===== src/rtl/coder_pkg.sv =====
// Package: shared types and field decoding for the sample output coder.
// Assumes 3-bit register fields and 2-bit already-decoded strap inputs.
package coder_pkg;

    localparam int FIELD_W = 3;
    localparam int PIN_W   = 2;

    // Register field codes; anything else falls back to the straps.
    localparam logic [FIELD_W-1:0] FLD_PIN  = 3'b000;
    localparam logic [FIELD_W-1:0] FLD_OPT0 = 3'b001;
    localparam logic [FIELD_W-1:0] FLD_OPT1 = 3'b010;
    localparam logic [FIELD_W-1:0] FLD_OPT2 = 3'b100;

    typedef enum logic [1:0] {
        FMT_TWOS = 2'd0,
        FMT_GRAY = 2'd1,
        FMT_OBIN = 2'd2
    } fmt_e;

    typedef enum logic [1:0] {
        MODE_DIFF_LO = 2'd0,
        MODE_DIFF_HI = 2'd1,
        MODE_SINGLE  = 2'd2
    } mode_e;

    // Strap decode for the format: 0 twos, 1 gray, 2/3 offset binary.
    function automatic fmt_e pin_to_fmt(input logic [PIN_W-1:0] pin);
        case (pin)
            2'd0:    return FMT_TWOS;
            2'd1:    return FMT_GRAY;
            default: return FMT_OBIN;
        endcase
    endfunction

    // Strap decode for the mode: 0 diff low, 1 diff high, 2/3 single-ended.
    function automatic mode_e pin_to_mode(input logic [PIN_W-1:0] pin);
        case (pin)
            2'd0:    return MODE_DIFF_LO;
            2'd1:    return MODE_DIFF_HI;
            default: return MODE_SINGLE;
        endcase
    endfunction

endpackage


===== src/rtl/ocd_ctrl_reg.sv =====
// Module: control register holding the format and mode fields.
// Assumes a single-cycle write strobe. Only the hard reset clears the
// register; the soft reset is deliberately not an input here.
module ocd_ctrl_reg
    import coder_pkg::*;
#(
    parameter int                ADDR_W   = 8,
    parameter int                DATA_W   = 8,
    parameter logic [ADDR_W-1:0] REG_ADDR = 8'h73,
    parameter int                FMT_LSB  = 0,
    parameter int                MODE_LSB = 5
) (
    input  logic               clk,
    input  logic               rst_n,
    input  logic               wr_en,
    input  logic [ADDR_W-1:0]  addr,
    input  logic [DATA_W-1:0]  wdata,
    output logic [DATA_W-1:0]  rdata,
    output logic [FIELD_W-1:0] fmt_field,
    output logic [FIELD_W-1:0] mode_field
);

    logic [DATA_W-1:0] ctrl_q;
    logic              hit;

    assign hit = (addr == REG_ADDR);

    // Purpose: capture a write aimed at this register's address.
    always_ff @(posedge clk) begin
        if (!rst_n) begin
            ctrl_q <= '0;
        end else if (wr_en && hit) begin
            ctrl_q <= wdata;
        end
    end

    // Purpose: return the register only when its address is presented.
    always_comb begin
        rdata = hit ? ctrl_q : '0;
    end

    assign fmt_field  = ctrl_q[FMT_LSB  +: FIELD_W];
    assign mode_field = ctrl_q[MODE_LSB +: FIELD_W];

endmodule


===== src/rtl/ocd_sel_resolve.sv =====
// Module: resolves the register fields against the strap inputs.
// Assumes the straps are already decoded to 2-bit codes. An unlisted
// field code is treated like the explicit pin-control code.
module ocd_sel_resolve
    import coder_pkg::*;
(
    input  logic [FIELD_W-1:0] fmt_field,
    input  logic [FIELD_W-1:0] mode_field,
    input  logic [PIN_W-1:0]   pin_fmt,
    input  logic [PIN_W-1:0]   pin_mode,
    output fmt_e               fmt_sel,
    output mode_e              mode_sel
);

    // Purpose: pick the data format from the register or the strap.
    always_comb begin
        case (fmt_field)
            FLD_OPT0: fmt_sel = FMT_TWOS;
            FLD_OPT1: fmt_sel = FMT_GRAY;
            FLD_OPT2: fmt_sel = FMT_OBIN;
            default:  fmt_sel = pin_to_fmt(pin_fmt);
        endcase
    end

    // Purpose: pick the output mode from the register or the strap.
    always_comb begin
        case (mode_field)
            FLD_OPT0: mode_sel = MODE_DIFF_LO;
            FLD_OPT1: mode_sel = MODE_DIFF_HI;
            FLD_OPT2: mode_sel = MODE_SINGLE;
            default:  mode_sel = pin_to_mode(pin_mode);
        endcase
    end

endmodule


===== src/rtl/ocd_lane_encode.sv =====
// Module: combinational recoder for one channel lane.
// Assumes the raw sample is unsigned (offset binary) and at least 2 bits.
module ocd_lane_encode
    import coder_pkg::*;
#(
    parameter int SAMPLE_W = 8
) (
    input  fmt_e                raw_fmt,
    input  logic [SAMPLE_W-1:0] raw,
    output logic [SAMPLE_W-1:0] coded
);

    // Purpose: apply the selected code to the raw sample.
    always_comb begin
        case (raw_fmt)
            FMT_TWOS: coded = {~raw[SAMPLE_W-1], raw[SAMPLE_W-2:0]};
            FMT_GRAY: coded = raw ^ (raw >> 1);
            default:  coded = raw;
        endcase
    end

endmodule


===== src/rtl/sample_out_coder.sv =====
// Module: top of the sample output coder.
// Recodes NUM_CH lanes of unsigned samples with one cycle of latency and
// decodes the output mode. Assumes the soft and hard resets are both
// synchronous and active low.
module sample_out_coder
    import coder_pkg::*;
#(
    parameter int                SAMPLE_W = 8,
    parameter int                NUM_CH   = 2,
    parameter int                ADDR_W   = 8,
    parameter int                DATA_W   = 8,
    parameter logic [ADDR_W-1:0] REG_ADDR = 8'h73
) (
    input  logic                         clk,
    input  logic                         rst_n,
    input  logic                         soft_rst_n,
    input  logic                         in_valid,
    input  logic [NUM_CH*SAMPLE_W-1:0]   in_data,
    input  logic                         reg_wr_en,
    input  logic [ADDR_W-1:0]            reg_addr,
    input  logic [DATA_W-1:0]            reg_wdata,
    output logic [DATA_W-1:0]            reg_rdata,
    input  logic [PIN_W-1:0]             pin_fmt,
    input  logic [PIN_W-1:0]             pin_mode,
    output logic                         out_valid,
    output logic [NUM_CH*SAMPLE_W-1:0]   out_data,
    output logic                         mode_lvds,
    output logic                         mode_lvcmos,
    output logic                         drive_hi
);

    localparam int BUS_W = NUM_CH * SAMPLE_W;

    logic [FIELD_W-1:0] fmt_field;
    logic [FIELD_W-1:0] mode_field;
    fmt_e               fmt_sel;
    mode_e              mode_sel;
    logic [BUS_W-1:0]   coded;
    logic               pipe_clr;

    ocd_ctrl_reg #(
        .ADDR_W   (ADDR_W),
        .DATA_W   (DATA_W),
        .REG_ADDR (REG_ADDR),
        .FMT_LSB  (0),
        .MODE_LSB (5)
    ) u_reg (
        .clk        (clk),
        .rst_n      (rst_n),
        .wr_en      (reg_wr_en),
        .addr       (reg_addr),
        .wdata      (reg_wdata),
        .rdata      (reg_rdata),
        .fmt_field  (fmt_field),
        .mode_field (mode_field)
    );

    ocd_sel_resolve u_sel (
        .fmt_field  (fmt_field),
        .mode_field (mode_field),
        .pin_fmt    (pin_fmt),
        .pin_mode   (pin_mode),
        .fmt_sel    (fmt_sel),
        .mode_sel   (mode_sel)
    );

    // One encoder per channel lane.
    for (genvar ch = 0; ch < NUM_CH; ch++) begin : g_lane
        ocd_lane_encode #(
            .SAMPLE_W (SAMPLE_W)
        ) u_enc (
            .raw_fmt (fmt_sel),
            .raw     (in_data[ch*SAMPLE_W +: SAMPLE_W]),
            .coded   (coded[ch*SAMPLE_W +: SAMPLE_W])
        );
    end

    assign pipe_clr = !rst_n || !soft_rst_n;

    // Purpose: delay the valid strobe by one cycle; either reset flushes it.
    always_ff @(posedge clk) begin
        if (pipe_clr) begin
            out_valid <= 1'b0;
        end else begin
            out_valid <= in_valid;
        end
    end

    // Purpose: register coded samples on accepted inputs only.
    always_ff @(posedge clk) begin
        if (pipe_clr) begin
            out_data <= '0;
        end else if (in_valid) begin
            out_data <= coded;
        end
    end

    // Purpose: expand the resolved mode into the pad control levels.
    always_comb begin
        mode_lvds   = (mode_sel == MODE_DIFF_LO) || (mode_sel == MODE_DIFF_HI);
        mode_lvcmos = (mode_sel == MODE_SINGLE);
        drive_hi    = (mode_sel == MODE_DIFF_HI);
    end

endmodule


===== config.mk =====
export PLATFORM = sky130hd
export DESIGN_NAME = sample_out_coder
export DESIGN_NICKNAME = d
export VERILOG_FILES = /design/src/rtl/coder_pkg.sv /design/src/rtl/ocd_ctrl_reg.sv /design/src/rtl/ocd_sel_resolve.sv /design/src/rtl/ocd_lane_encode.sv /design/src/rtl/sample_out_coder.sv
export SDC_FILE = /design/constraint.sdc
export NUM_CORES = 1
export LEC_CHECK = 0
export ABC_AREA = 1
export BUFFER_PORTS_ARGS = -buffer_cell sky130_fd_sc_hd__buf_2
export CORE_MARGIN = 2
export CORE_UTILIZATION = 40
export CTS_BUF_LIST = sky130_fd_sc_hd__clkbuf_4 sky130_fd_sc_hd__clkbuf_8 sky130_fd_sc_hd__clkbuf_16
export DETAILED_ROUTE_END_ITERATION = 10
export PLACE_DENSITY_LB_ADDON = 0.15
export SYNTH_ARGS = -nofsm -noshare
export SYNTH_HDL_FRONTEND = slang
export SYNTH_SLANG_ARGS = --single-unit

===== constraint.sdc =====
create_clock -name clk -period 4 [get_ports clk]
set_clock_uncertainty 0.05 [all_clocks]
set_input_delay 0 -clock clk [delete_from_list [all_inputs] [get_ports clk]]
set_output_delay 0 -clock clk [all_outputs]
set_load 0.01 [all_outputs]

# == After elaboration in Yosys (flattened, before gate mapping) ==
# Index checks and enable logic that the tools add are counted.
# totals
register_bits,25
n_memories,0
romBits,0
latch_bits,0
mem_bits_rw,0
# classes
muxes,7
add_sub_neg,0
shifts,0
magnitude_cmp,0
n_mul,0
reduce_logical,9
n_bitwise,4
div,0
n_eq_ne,12
# op_table
op,n
8-bit one-hot mux with 2 select lines,2
8-bit by 7-bit XOR with 8-bit output,2
2-bit one-hot mux with 3 select lines,2
"2-bit by 1-bit == test with 1-bit output, second input constant",4
"8-bit by 7-bit == test with 1-bit output, second input constant",1
2-bit logical NOT,4
8-bit two-way mux,1
2-bit one-hot mux with 2 select lines,2
"3-bit by 1-bit == test with 1-bit output, second input constant",2
"3-bit by 2-bit == test with 1-bit output, second input constant",2
"3-bit == test, second input constant",2
"2-bit == test, second input constant",1
1-bit logical NOT,2
1-bit logical OR,2
1-bit NOT,2
1-bit logical AND,1

# == Depth between registers and ports, before layout ==
# logic_depth
depth_word,5
mapped_depth,9
depth_no_buf,9

# == Cells and area by module ==
# From an unflattened synthesis, not the netlist that was laid out.
# hier_totals
cells_unflattened,309
hier_area_um2,1858.0
# by_module_without_submodules
mod,seq_area_each_um2,area_each_um2,cells_each,n_inst
sample_out_coder,340.3,808.3,110,1
ocd_ctrl_reg,160.2,543.0,91,1
ocd_lane_encode,0.0,192.7,40,2
ocd_sel_resolve,0.0,121.4,28,1

# == Worst setup path after synthesis ==
# Ideal clock, no wire load.
# synth_timing
kind,register to register
from,register u_reg.ctrl_q[2]
to,register out_data[6]
t_required_ns,3.835
period_less_slack_ns,1.260
setup_ns,0.115
t_arrival_ns,1.095
slack_ns,2.740
stages_incl_launch_ff,10
cell_sequence,dfxtp_1 -> inv_2 -> nand3_2 -> nand2_2 -> o21ai_4 -> nand2_1 -> nand2_1 -> nand2_1 -> o21ai_0 -> inv_1
# synth_via
elab_chain_len,4
word_cells_on_any_way,7
classes_between,eq/ne (4); mux (2); reduce/logical (1)
# synth_rtl
item,line_no,rtl
start: declaration,ocd_ctrl_reg.sv:23,logic [DATA_W-1:0] ctrl_q;
start signal: assignment,ocd_ctrl_reg.sv:33,ctrl_q <= wdata;
3-bit == test (tied with other cells),-,
2-bit one-hot mux with 3 select lines *,ocd_sel_resolve.sv:17,case (fmt_field)
2-bit by 1-bit == test with 1-bit output / 2-bit logical NOT (equally long branches),ocd_lane_encode.sv:15,case (raw_fmt)
8-bit one-hot mux with 2 select lines *,ocd_lane_encode.sv:15,
end signal: assignment,sample_out_coder.sv:94,out_data <= coded;
end: declaration,sample_out_coder.sv:26,"output logic [NUM_CH*SAMPLE_W-1:0] out_data,"
# Mark *: on every way between the ends. The rest lies on a longest branch, timed or not.
# A chain may end at the register's enable or synchronous reset.

# == Worst setup path after layout ==
# layout_timing
from,register u_reg.ctrl_q[2]
to,register out_data[2]
# The elaborated chain is that of the path after synthesis.

==> run metrics <==
Setup Buffers After CTS=0; vias in the first global route=1529; Setup WS post-layout=1370 ps; Starting DRT DRC Count=85; Peak Freq=0.380 GHz; commonest cells after routing, fill and taps aside=buf_2, nand2_1, dlygate4sd3_1, nor2_1, dfxtp_1; # DRC=0; maximum level of the CTS H-tree=1; CTS resizes=0; Die Ht=62.3 µm; initial antenna violation count=0; final WL=3730 µm; Syn Inst Count=208; Seq/Total Area, Yosys=36.8%; Slew Limit Fails=0; CTS root buffer=clkbuf_4; Rows=21; Overflow after GRT=0; Syn Std Cell Area=1360 µm²; Initial DRT Pass Iterations=4; Data arrival, critical path=2800 ps; pwr/cell area=220 nW/µm²; Synth area leaders=dfxtp_1, nand2_1, nor2_1; final setup fails=0; via count=1673; Rel. slew slack=61.4%; crit share post-route=65.9%; Final GP Congestion=0.795; Static Leak=1.18 nW; minimum clock period=2630 ps; DR WL/cell=10.1 µm; DIE WIDTH=62.3 µm; setup_tns=0 ps; Worst-Skew Late Latency=310 ps; distinct cell type count after synthesis=21; Post-DRT Antenna Nets=0; CTS max path bufs=2; num ports=69; GRT Overall Usage=19.9%; worst path required time=4160 ps; Cell Int Power=364 µW; WHS Path Cells=3; peak supply drop=237 µV; hold slack=35.0 ps; Psw=127 µW; Seq pwr share=53.0%; clock-pin slew on the worst setup and hold paths=130 ps; Hold Buf Count CTS=49; Synth area leader=dfxtp_1; Non-Filler Instances=368; # fillers=317; core area=3310 µm²; I/O Buffers=68; clock network power share=24.3%; CTS sink cnt=25; die area=3880 µm²; fin util=67.4%; outcome=finished clean; combinational power share=22.8%; Worst Path Max Fanout=26; Area growth syn-to-layout=64.3%; Setup crit end kind=register; first-pass GRT wire length=6380 µm; number of max-cap violations=0; Inst Count DP=315; R2R cell count=9; via/cell ratio=4.55; most common cell after layout, fill and taps aside=buf_2; TritonCTS Buffers=3; Sw Ratio=25.9%; Final #Nets=364; layout cells sized above 1=23.9%; Yosys reg bits=25; pin slew with the least headroom to its limit=577 ps; syn_nets=249; Post-DP HPWL=2360 µm; RSZ-0062 raised after global routing=no; HP Start=rst_n; RR Startpoint=u_reg.ctrl_q[2]; pin count of the biggest net entering global routing=32; Critical Path Start=u_reg.ctrl_q[2]; initial core utilization=41.0%; synth warn=0; post-synthesis average cell area=6.53 µm²; Hold Crit Class=in -> reg; final hold vios=0; DP Worst Slack=2330 ps; Yosys top cell area share=36.8%; TritonCTS clock tree=done; number of antenna diodes=0; Worst setup SP type=register; critical path class=reg -> reg
==> path summary, 6_finish.rpt <==
| check | endpoint | slack [ps] |
|---|---|---|
| worst min-delay path | out_valid | 40 |
| worst max register to register | out_data[2] | 1370 |
| worst max-delay path | out_data[2] | 1370 |
| worst min register to register | out_data[15] | 440 |
==> cell type report <==
type | count | area, µm² | area share, %
Timing Repair Buffer | 117 | 831 | 37.2
Multi-Input combinational cell | 151 | 719 | 32.2
Sequential cell | 25 | 500 | 22.4
Inverter | 25 | 93.8 | 4.20
Tap cell | 46 | 57.6 | 2.58
Clock buffer | 4 | 30.0 | 1.35
==> power groups by stage <==
stage	clock, mW	sequential (mW)	combinational, mW
2_1_floorplan	0	0.269	0.0395
3_3_place_gp	0	0.266	0.0791
3_5_place_dp	0	0.266	0.0793
4_1_cts	0.129	0.260	0.111
5_1_grt	0.137	0.261	0.124
6_report	0.119	0.260	0.112
==> worst max-delay path, stage by stage (launching register included) <==
cell and delay (ps):
dfxtp_1 380, inv_2 70, nand3_2 80, nand2_2 70
o21ai_4 470, nand2_1 100, nand2_1 70, dlygate4sd3_1 560
a31oi_1 100, dlygate4sd3_1 590
==> kinds of logic after synthesis <==
group           share of synthesized area [%]
compound gates                           14.5
simple gates                             38.5
flops                                    36.8
buf+inv                                  10.2
==> state kept, by name, summed over array words and instances, names as in the netlist <==
name,cells
out_data,16
out_valid,1
u_reg.ctrl_q,8
==> Yosys cell counts <==
cell type   n
a21oi_1     2
a31oi_1    14
and2_1      1
buf_1       1
buf_4       1
buf_6       2
clkbuf_1    3
dfxtp_1    25
inv_1      24
inv_2       1
nand2_1    55
nand2_2     2
nand3_1     7
nand3_2     1
nand3b_1   12
nor2_1     34
nor3_1      2
nor4_1      4
o21a_1      1
o21ai_0    15
o21ai_4     1
==> metrics by stage <==
stage,power (mW),cell area [µm²]
2_1_floorplan,0.309,1360
3_3_place_gp,0.345,1710
5_1_grt,0.523,2230
3_5_place_dp,0.345,1710
6_report,0.492,2230
4_1_cts,0.500,2230
==> routing by layer <==
| metal | share of wire, % | vias to the layer above | GRT usage [%] |
|---|---|---|---|
| met2 | 51 | 40 | 37.5 |
| met5 | 0 | - | 0 |
| met3 | 4.5 | 2 | 4.53 |
| met1 | 44 | 733 | 23.8 |
| li1 | - | 898 | - |
| met4 | 0.46 | 0 | 1.67 |
Power figures use the tool's default switching activity.
